**src/rtl/dbg_bp_pkg.sv**
```systemverilog
package dbg_bp_pkg;
  localparam int unsigned NUM_BP = 4;
  localparam int unsigned SEL_W  = 3;
  localparam int unsigned ST_W   = 7;

  typedef enum logic [1:0] {
    KIND_EXEC = 2'b00,
    KIND_WR   = 2'b01,
    KIND_RSVD = 2'b10,
    KIND_RW   = 2'b11
  } bp_kind_e;

  typedef enum logic [1:0] {
    LEN_1 = 2'b00,
    LEN_2 = 2'b01,
    LEN_X = 2'b10,
    LEN_4 = 2'b11
  } bp_len_e;

  localparam logic [SEL_W-1:0] SEL_STAT = 3'd4;
  localparam logic [SEL_W-1:0] SEL_CTRL = 3'd5;

  localparam int unsigned CTRL_GD  = 8;
  localparam int unsigned CTRL_FLD = 16;  // per-bp: kind at +4i, len at +4i+2
  localparam int unsigned ST_GD    = 4;
  localparam int unsigned ST_STEP  = 5;
  localparam int unsigned ST_TASK  = 6;
endpackage

```
**src/rtl/dbg_bp_cmp.sv**
```systemverilog
module dbg_bp_cmp
  import dbg_bp_pkg::*;
#(
  parameter int unsigned AW = 32
) (
  input  logic [AW-1:0] bp_addr_i,
  input  logic [1:0]    kind_i,
  input  logic [1:0]    len_i,
  input  logic          fetch_vld_i,
  input  logic [AW-1:0] fetch_addr_i,
  input  logic          data_vld_i,
  input  logic          data_we_i,
  input  logic [AW-1:0] data_addr_i,
  output logic          exec_hit_o,
  output logic          data_hit_o
);
  logic [AW-1:0] mask;
  logic          fetch_eq, data_eq, kind_ok;

  always_comb begin
    mask = '1;
    if (len_i == LEN_2) mask[0] = 1'b0;
    if (len_i == LEN_4) mask[1:0] = 2'b00;
  end

  assign fetch_eq = ((fetch_addr_i ^ bp_addr_i) & mask) == '0;
  assign data_eq  = ((data_addr_i ^ bp_addr_i) & mask) == '0;
  assign kind_ok  = (kind_i == KIND_RW) || (kind_i == KIND_WR && data_we_i);

  assign exec_hit_o = fetch_vld_i && kind_i == KIND_EXEC && fetch_eq;
  assign data_hit_o = data_vld_i && kind_ok && data_eq;
endmodule

```
**src/rtl/dbg_ctrl_reg.sv**
```systemverilog
module dbg_ctrl_reg
  import dbg_bp_pkg::*;
#(
  parameter int unsigned DW = 32
) (
  input  logic          clk_i,
  input  logic          rst_ni,
  input  logic          wr_i,
  input  logic [DW-1:0] wdata_i,
  input  logic          task_sw_i,
  input  logic          gd_viol_i,
  output logic [DW-1:0] ctrl_o
);
  localparam logic [DW-1:0] WMASK =
    DW'({{(DW-CTRL_FLD){1'b1}}, {(CTRL_FLD-CTRL_GD-1){1'b0}}, {(CTRL_GD+1){1'b1}}});

  logic [DW-1:0] ctrl_q, ctrl_d;

  always_comb begin
    ctrl_d = ctrl_q;
    if (wr_i) ctrl_d = wdata_i & WMASK;
    if (task_sw_i) ctrl_d[NUM_BP-1:0] = '0;
    if (gd_viol_i) ctrl_d[CTRL_GD] = 1'b0;
  end

  always_ff @(posedge clk_i or negedge rst_ni)
    if (!rst_ni) ctrl_q <= '0;
    else         ctrl_q <= ctrl_d;

  assign ctrl_o = ctrl_q;

  AST_TASK_CLR_LOCAL: assert property (@(posedge clk_i) disable iff (!rst_ni)
    task_sw_i |=> ctrl_q[NUM_BP-1:0] == '0);
  AST_TASK_KEEP_GLOBAL: assert property (@(posedge clk_i) disable iff (!rst_ni)
    (task_sw_i && !wr_i) |=> ctrl_q[2*NUM_BP-1:NUM_BP] == $past(ctrl_q[2*NUM_BP-1:NUM_BP]));
  AST_GD_RELEASE: assert property (@(posedge clk_i) disable iff (!rst_ni)
    gd_viol_i |=> !ctrl_q[CTRL_GD]);
endmodule

```
**src/rtl/dbg_status_reg.sv**
```systemverilog
module dbg_status_reg
  import dbg_bp_pkg::*;
(
  input  logic            clk_i,
  input  logic            rst_ni,
  input  logic            wr_i,
  input  logic [ST_W-1:0] wdata_i,
  input  logic [ST_W-1:0] set_i,
  output logic [ST_W-1:0] status_o
);
  logic [ST_W-1:0] st_q;

  always_ff @(posedge clk_i or negedge rst_ni)
    if (!rst_ni)   st_q <= '0;
    else if (wr_i) st_q <= wdata_i | set_i;
    else           st_q <= st_q | set_i;

  assign status_o = st_q;

  AST_STATUS_STICKY: assert property (@(posedge clk_i) disable iff (!rst_ni)
    !wr_i |=> (st_q & $past(st_q)) == $past(st_q));
  AST_STATUS_SET: assert property (@(posedge clk_i) disable iff (!rst_ni)
    (set_i != '0) |=> (st_q & $past(set_i)) == $past(set_i));
endmodule

```
**src/rtl/dbg_bp_unit.sv**
```systemverilog
module dbg_bp_unit
  import dbg_bp_pkg::*;
#(
  parameter int unsigned AW = 32,
  parameter int unsigned DW = 32
) (
  input  logic             clk_i,
  input  logic             rst_ni,
  input  logic             reg_en_i,
  input  logic             reg_we_i,
  input  logic [SEL_W-1:0] reg_sel_i,
  input  logic [DW-1:0]    reg_wdata_i,
  output logic [DW-1:0]    reg_rdata_o,
  input  logic             fetch_vld_i,
  input  logic [AW-1:0]    fetch_addr_i,
  input  logic             resume_i,
  input  logic             data_vld_i,
  input  logic             data_we_i,
  input  logic [AW-1:0]    data_addr_i,
  input  logic             step_i,
  input  logic             task_sw_i,
  input  logic             task_trap_i,
  output logic             exc_vld_o,
  output logic             exc_fault_o
);
  logic [DW-1:0]     ctrl;
  logic [ST_W-1:0]   status, st_set;
  logic [AW-1:0]     bp_addr [NUM_BP];
  logic [NUM_BP-1:0] exec_raw, exec_hit, data_hit, cond, bp_en;
  logic              gd_viol, acc_ok, wr_ok, rd_ok;
  logic              any_en, exec_en, data_en, task_trap, fault, trap;
  logic [DW-1:0]     rd_val, rdata_q;
  logic              exc_vld_q, exc_fault_q;

  assign gd_viol = reg_en_i && ctrl[CTRL_GD];
  assign acc_ok  = reg_en_i && !ctrl[CTRL_GD];
  assign wr_ok   = acc_ok && reg_we_i;
  assign rd_ok   = acc_ok && !reg_we_i;

  for (genvar i = 0; i < NUM_BP; i++) begin : g_bp
    logic [AW-1:0] addr_q;
    always_ff @(posedge clk_i or negedge rst_ni)
      if (!rst_ni) addr_q <= '0;
      else if (wr_ok && reg_sel_i == SEL_W'(i)) addr_q <= reg_wdata_i[AW-1:0];
    assign bp_addr[i] = addr_q;

    dbg_bp_cmp #(.AW(AW)) u_cmp (
      .bp_addr_i    (addr_q),
      .kind_i       (ctrl[CTRL_FLD+4*i +: 2]),
      .len_i        (ctrl[CTRL_FLD+4*i+2 +: 2]),
      .fetch_vld_i  (fetch_vld_i),
      .fetch_addr_i (fetch_addr_i),
      .data_vld_i   (data_vld_i),
      .data_we_i    (data_we_i),
      .data_addr_i  (data_addr_i),
      .exec_hit_o   (exec_raw[i]),
      .data_hit_o   (data_hit[i])
    );
  end

  assign exec_hit  = resume_i ? '0 : exec_raw;
  assign cond      = exec_hit | data_hit;
  assign bp_en     = ctrl[NUM_BP-1:0] | ctrl[2*NUM_BP-1:NUM_BP];
  assign any_en    = |(cond & bp_en);
  assign exec_en   = |(exec_hit & bp_en);
  assign data_en   = |(data_hit & bp_en);
  assign task_trap = task_sw_i && task_trap_i;

  always_comb begin
    st_set = '0;
    if (any_en) st_set[NUM_BP-1:0] = cond;
    st_set[ST_GD]   = gd_viol;
    st_set[ST_STEP] = step_i;
    st_set[ST_TASK] = task_trap;
  end

  assign fault = exec_en || gd_viol;
  assign trap  = data_en || step_i || task_trap;

  dbg_ctrl_reg #(.DW(DW)) u_ctrl (
    .clk_i     (clk_i),
    .rst_ni    (rst_ni),
    .wr_i      (wr_ok && reg_sel_i == SEL_CTRL),
    .wdata_i   (reg_wdata_i),
    .task_sw_i (task_sw_i),
    .gd_viol_i (gd_viol),
    .ctrl_o    (ctrl)
  );

  dbg_status_reg u_status (
    .clk_i    (clk_i),
    .rst_ni   (rst_ni),
    .wr_i     (wr_ok && reg_sel_i == SEL_STAT),
    .wdata_i  (reg_wdata_i[ST_W-1:0]),
    .set_i    (st_set),
    .status_o (status)
  );

  always_comb begin
    rd_val = '0;
    if (reg_sel_i < SEL_W'(NUM_BP)) rd_val = DW'(bp_addr[reg_sel_i[1:0]]);
    else if (reg_sel_i == SEL_STAT) rd_val = DW'(status);
    else if (reg_sel_i == SEL_CTRL) rd_val = ctrl;
  end

  always_ff @(posedge clk_i or negedge rst_ni)
    if (!rst_ni) begin
      rdata_q     <= '0;
      exc_vld_q   <= 1'b0;
      exc_fault_q <= 1'b0;
    end else begin
      rdata_q     <= rd_ok ? rd_val : '0;
      exc_vld_q   <= fault || trap;
      exc_fault_q <= fault;  // fault wins over a same-cycle trap
    end

  assign reg_rdata_o = rdata_q;
  assign exc_vld_o   = exc_vld_q;
  assign exc_fault_o = exc_fault_q;

  AST_GD_FAULT: assert property (@(posedge clk_i) disable iff (!rst_ni)
    gd_viol |=> exc_vld_o && exc_fault_o && status[ST_GD]);
  AST_FAULT_PRIO: assert property (@(posedge clk_i) disable iff (!rst_ni)
    (exec_en && (step_i || data_en)) |=> exc_fault_o);
  AST_STEP_TRAP: assert property (@(posedge clk_i) disable iff (!rst_ni)
    step_i |=> exc_vld_o && status[ST_STEP]);
  AST_NO_SRC_NO_EXC: assert property (@(posedge clk_i) disable iff (!rst_ni)
    (!any_en && !reg_en_i && !step_i && !task_trap) |=> !exc_vld_o);
endmodule

```
**config.mk**
```make
export PLATFORM = sky130hd
export DESIGN_NAME = dbg_bp_unit
export DESIGN_NICKNAME = d
export VERILOG_FILES = /design/src/rtl/dbg_bp_pkg.sv /design/src/rtl/dbg_bp_cmp.sv /design/src/rtl/dbg_ctrl_reg.sv /design/src/rtl/dbg_status_reg.sv /design/src/rtl/dbg_bp_unit.sv
export SDC_FILE = /design/constraint.sdc
export NUM_CORES = 1
export LEC_CHECK = 0
export ABC_AREA = 0
export BUFFER_PORTS_ARGS = -buffer_cell sky130_fd_sc_hd__buf_2
export CORE_ASPECT_RATIO = 0.8
export CORE_MARGIN = 4
export CORE_UTILIZATION = 40
export CTS_CLUSTER_DIAMETER = 100
export DETAILED_ROUTE_END_ITERATION = 7
export MAX_ROUTING_LAYER = met4
export PLACE_DENSITY_LB_ADDON = 0.1
export SETUP_SLACK_MARGIN = 0.02
export SYNTH_ARGS = -nofsm -noshare
export SYNTH_HDL_FRONTEND = slang
export SYNTH_SLANG_ARGS = --single-unit
```
**constraint.sdc**
```tcl
create_clock -name clk_i -period 1.9 [get_ports clk_i]
set_input_delay 0.19 -clock clk_i [delete_from_list [all_inputs] [get_ports clk_i]]
set_output_delay 0.19 -clock clk_i [all_outputs]
set_load 0.01 [all_outputs]
```
==> flow_metrics.tcl <==
set metrics [dict create \
    dp_slack_ns -0.6026 \
    cts_tree "yes" \
    power_mw 16.11 \
    die_x_um 194.3 \
    cts_max_path_buffers 2 \
    synth.most_common_cell "dfrtp_1" \
    core-area_um2 27300 \
    grtUsageTotal 0.3017 \
    synth_top_family_by_area "multiplexers" \
    gr-total-overflow 0 \
    cts_sinks 194 \
    fin_area_um2 15340 \
    drt-initial-drc-count 558 \
    maxSlewViolCount 0 \
    portBuffers 143 \
    dp_hpwl_um 34970 \
    critical_path_class "register to register" \
    die_h_um 157 \
    placed_cell_area_um2 14040 \
    num_rows 54 \
    fin_tns_setup_ns -1.330 \
    fin_cells 1640 \
    hold_class "input port to register" \
    clock_latency_ns 0.45 \
    synth-seq-cells 194 \
    synthFlopType "dfrtp_1" \
    io_pins 144 \
    fin_util 0.5618 \
    synth_xor_xnor_area_share 0.2020 \
    synthMuxAreaShare 0.2314 \
    tightest_slew_ns 0.4763 \
    synth_fa_ha_area_frac 0 \
    rsz0062_at_grt "true" \
    syn_nets 1001 \
    vias 8983 \
    period_minus_slack_ns 2.148 \
    nFillCells 2432 \
    die_area_um2 30500 \
    syn2layout_area_growth_pct 38.15 \
    yosys.cell_types.count 49 \
    async_reset_ff_frac 1.000 \
    synth_edf_count 0 \
    ir_worst_vdd_uv 667.5 \
    via_per_inst 5.477 \
    synthTopCellsByArea "dfrtp_1 44%, mux2_2 16%, xnor2_1 11%" \
    place_congestion 1.021 \
    path_clk_slew_ns 0.08 \
    whs_ns 0.02233 \
    yosysWarningCount 0 \
    grt_pass1_wl_um 64480 \
    grt_pass1_vias 9306 \
    finalSetupViolations 6 \
    wl_um 44720 \
    post-route-period-util 1.131 \
    critPathCaptureType "register" \
    worst_slack_ns -0.2483 \
    critPathLaunchType "register" \
    htreeDepth 4 \
    violations "negative setup slack" \
    synth_commonest_cells "194 x dfrtp_1, 157 x mux2_2, 136 x xnor2_1" \
    start_util 0.4067 \
    fin_worst_skew_ns 0.01432 \
    drtPass1Iterations 5 \
    relSlewSlack 0.6814 \
    synth.top_cell.area_share 0.4373 \
    synth_compound_area_frac 0.03584 \
    powerDensity_nw_per_um2 1051 \
    syn-instance-count 891 \
    place_inst 1590 \
    drive_gt1_frac 0.5274 \
    yosys.area_share.simple 0.07890 \
    critPathRequiredTime_ns 2.28 \
    yosysTopAreaCell "dfrtp_1" \
    cap_viol_max_count 0 \
    synth_area_per_cell_um2 12.46 \
    max_freq_mhz 465.5 \
    antenna_found_initial 1 \
    crit_fanout 4 \
    grt_max_degree 61 \
    ant_nets 0 \
    syn_area_um2 11100 \
    status "finished with violations" \
    numCtsBuffers 17 \
    crit_arrival_ns 2.53 \
    yosysSeqAreaShare 0.4373 \
    wl_per_cell_um 27.27 \
    diodes 0 \
    p_leak_nw 6.895 \
    final_hold_viol_count 0 \
    drt_drc_violations_left 0 \
    root_buffer "clkbuf_16" \
    finalNetCount 1373 \
]
## critical path, stage by stage, from the launching register on
cell     delay (ns)
dfrtp_1        0.44
xor2_1         0.18
nor4_1         0.29
buf_4          0.15
nand4_1        0.25
nor4_4         0.33
a221o_2        0.24
a211o_2        0.11
a21o_1         0.10
## layer usage
layer,global-route usage,wire [um],up-vias
met2,0.4418,19670,361
met3,0.07896,3592,54
met4,0.07631,994,0
met1,0.4213,20460,4610
met5,-,0,-
li1,-,-,3958
## area by class of cell
cell class              count  area [um^2]  share of cell area
multi-input cells         657         6591              0.4298
flip-flops and latches    194         4857              0.3167
repair buffers            391         2799              0.1825
clock buffers              21        460.4             0.03002
well taps                 364        455.4             0.02970
clock inverters            11        165.2             0.01077
inverters                   2        7.507           0.0004895
## where the power goes
part | total [mW] | switching, mW | internal [mW]
registers | 5.92 | 0.952 | 4.97
logic | 6.22 | 2.93 | 3.30
clock network | 3.97 | 1.78 | 2.19
total | 16.1 | 5.66 | 10.5
## final timing paths
| path | start | endpoint | slack [ns] | depth (start not counted) |
|---|---|---|---|---|
| worst max-delay path | g_bp[0].addr_q[21]$_DFFE_PN0P_ | u_status.status_o[2]$_DFF_PN0_ | -0.25 | 8 |
| worst min register to register | u_status.status_o[5]$_DFF_PN0_ | u_status.status_o[5]$_DFF_PN0_ | 0.50 | 1 |
| max in group asynchronous | rst_ni | g_bp[0].addr_q[8]$_DFFE_PN0P_ | 1.01 | 3 |
| worst min-delay path | reg_wdata_i[15] | g_bp[3].addr_q[15]$_DFFE_PN0P_ | 0.02 | 2 |
| min in group asynchronous | rst_ni | reg_rdata_o[25]$_DFF_PN0_ | 0.20 | 2 |
| worst max register to register | g_bp[0].addr_q[21]$_DFFE_PN0P_ | u_status.status_o[2]$_DFF_PN0_ | -0.25 | 8 |
## timing repair
item                                    CTS  global route
gates cloned                              0             1
endpoints found under the setup margin   36            94
endpoints found under the hold margin   147             0
setup buffers                             5             8
hold buffers                              6             0
gates resized for setup                  48            33
pin swaps                                24            19
## registers in the layout, summed over array words and instances (netlist names)
signal             cells
exc_vld_o              1
u_ctrl.ctrl_o         25
reg_rdata_o           32
u_status.status_o      7
g_bp.addr_q          128
exc_fault_o            1
## cell usage in the layout, fill, tap and decap left out, drive strengths merged, types with 2 or more instances in the layout
cell type / synthesis / layout
mux4: 32 / 32
or2: 3 / 3
o21ai: 5 / 5
mux2: 157 / 157
nand2: 16 / 16
mux2i: 8 / 8
or4: 3 / 3
nor4: 33 / 33
o22ai: 6 / 6
buf: 14 / 384
nor3: 9 / 9
dlygate4sd3: 0 / 6
o2111ai: 3 / 3
nor2: 24 / 24
a221o: 2 / 2
xor2: 120 / 120
nand3: 6 / 6
clkbuf: 24 / 22
dfrtp: 194 / 194
nand4: 35 / 35
bufinv: 0 / 3
nor4b: 3 / 3
a22oi: 7 / 7
clkinv: 0 / 2
and2: 11 / 11
nand2b: 3 / 3
xnor2: 136 / 136
a21o: 2 / 2
a21oi: 2 / 2
a22o: 17 / 17
a211o: 2 / 2
inv: 2 / 8
## logic make-up after synthesis
group                     count (synthesis)
buffers and inverters                    40
AOI/OAI and AO/OA                        51
and+or+nand+nor                         153
muxes                                   197
xor gates and xnor gates                256
DFF                                     194
Power figures use the tool's default switching activity.
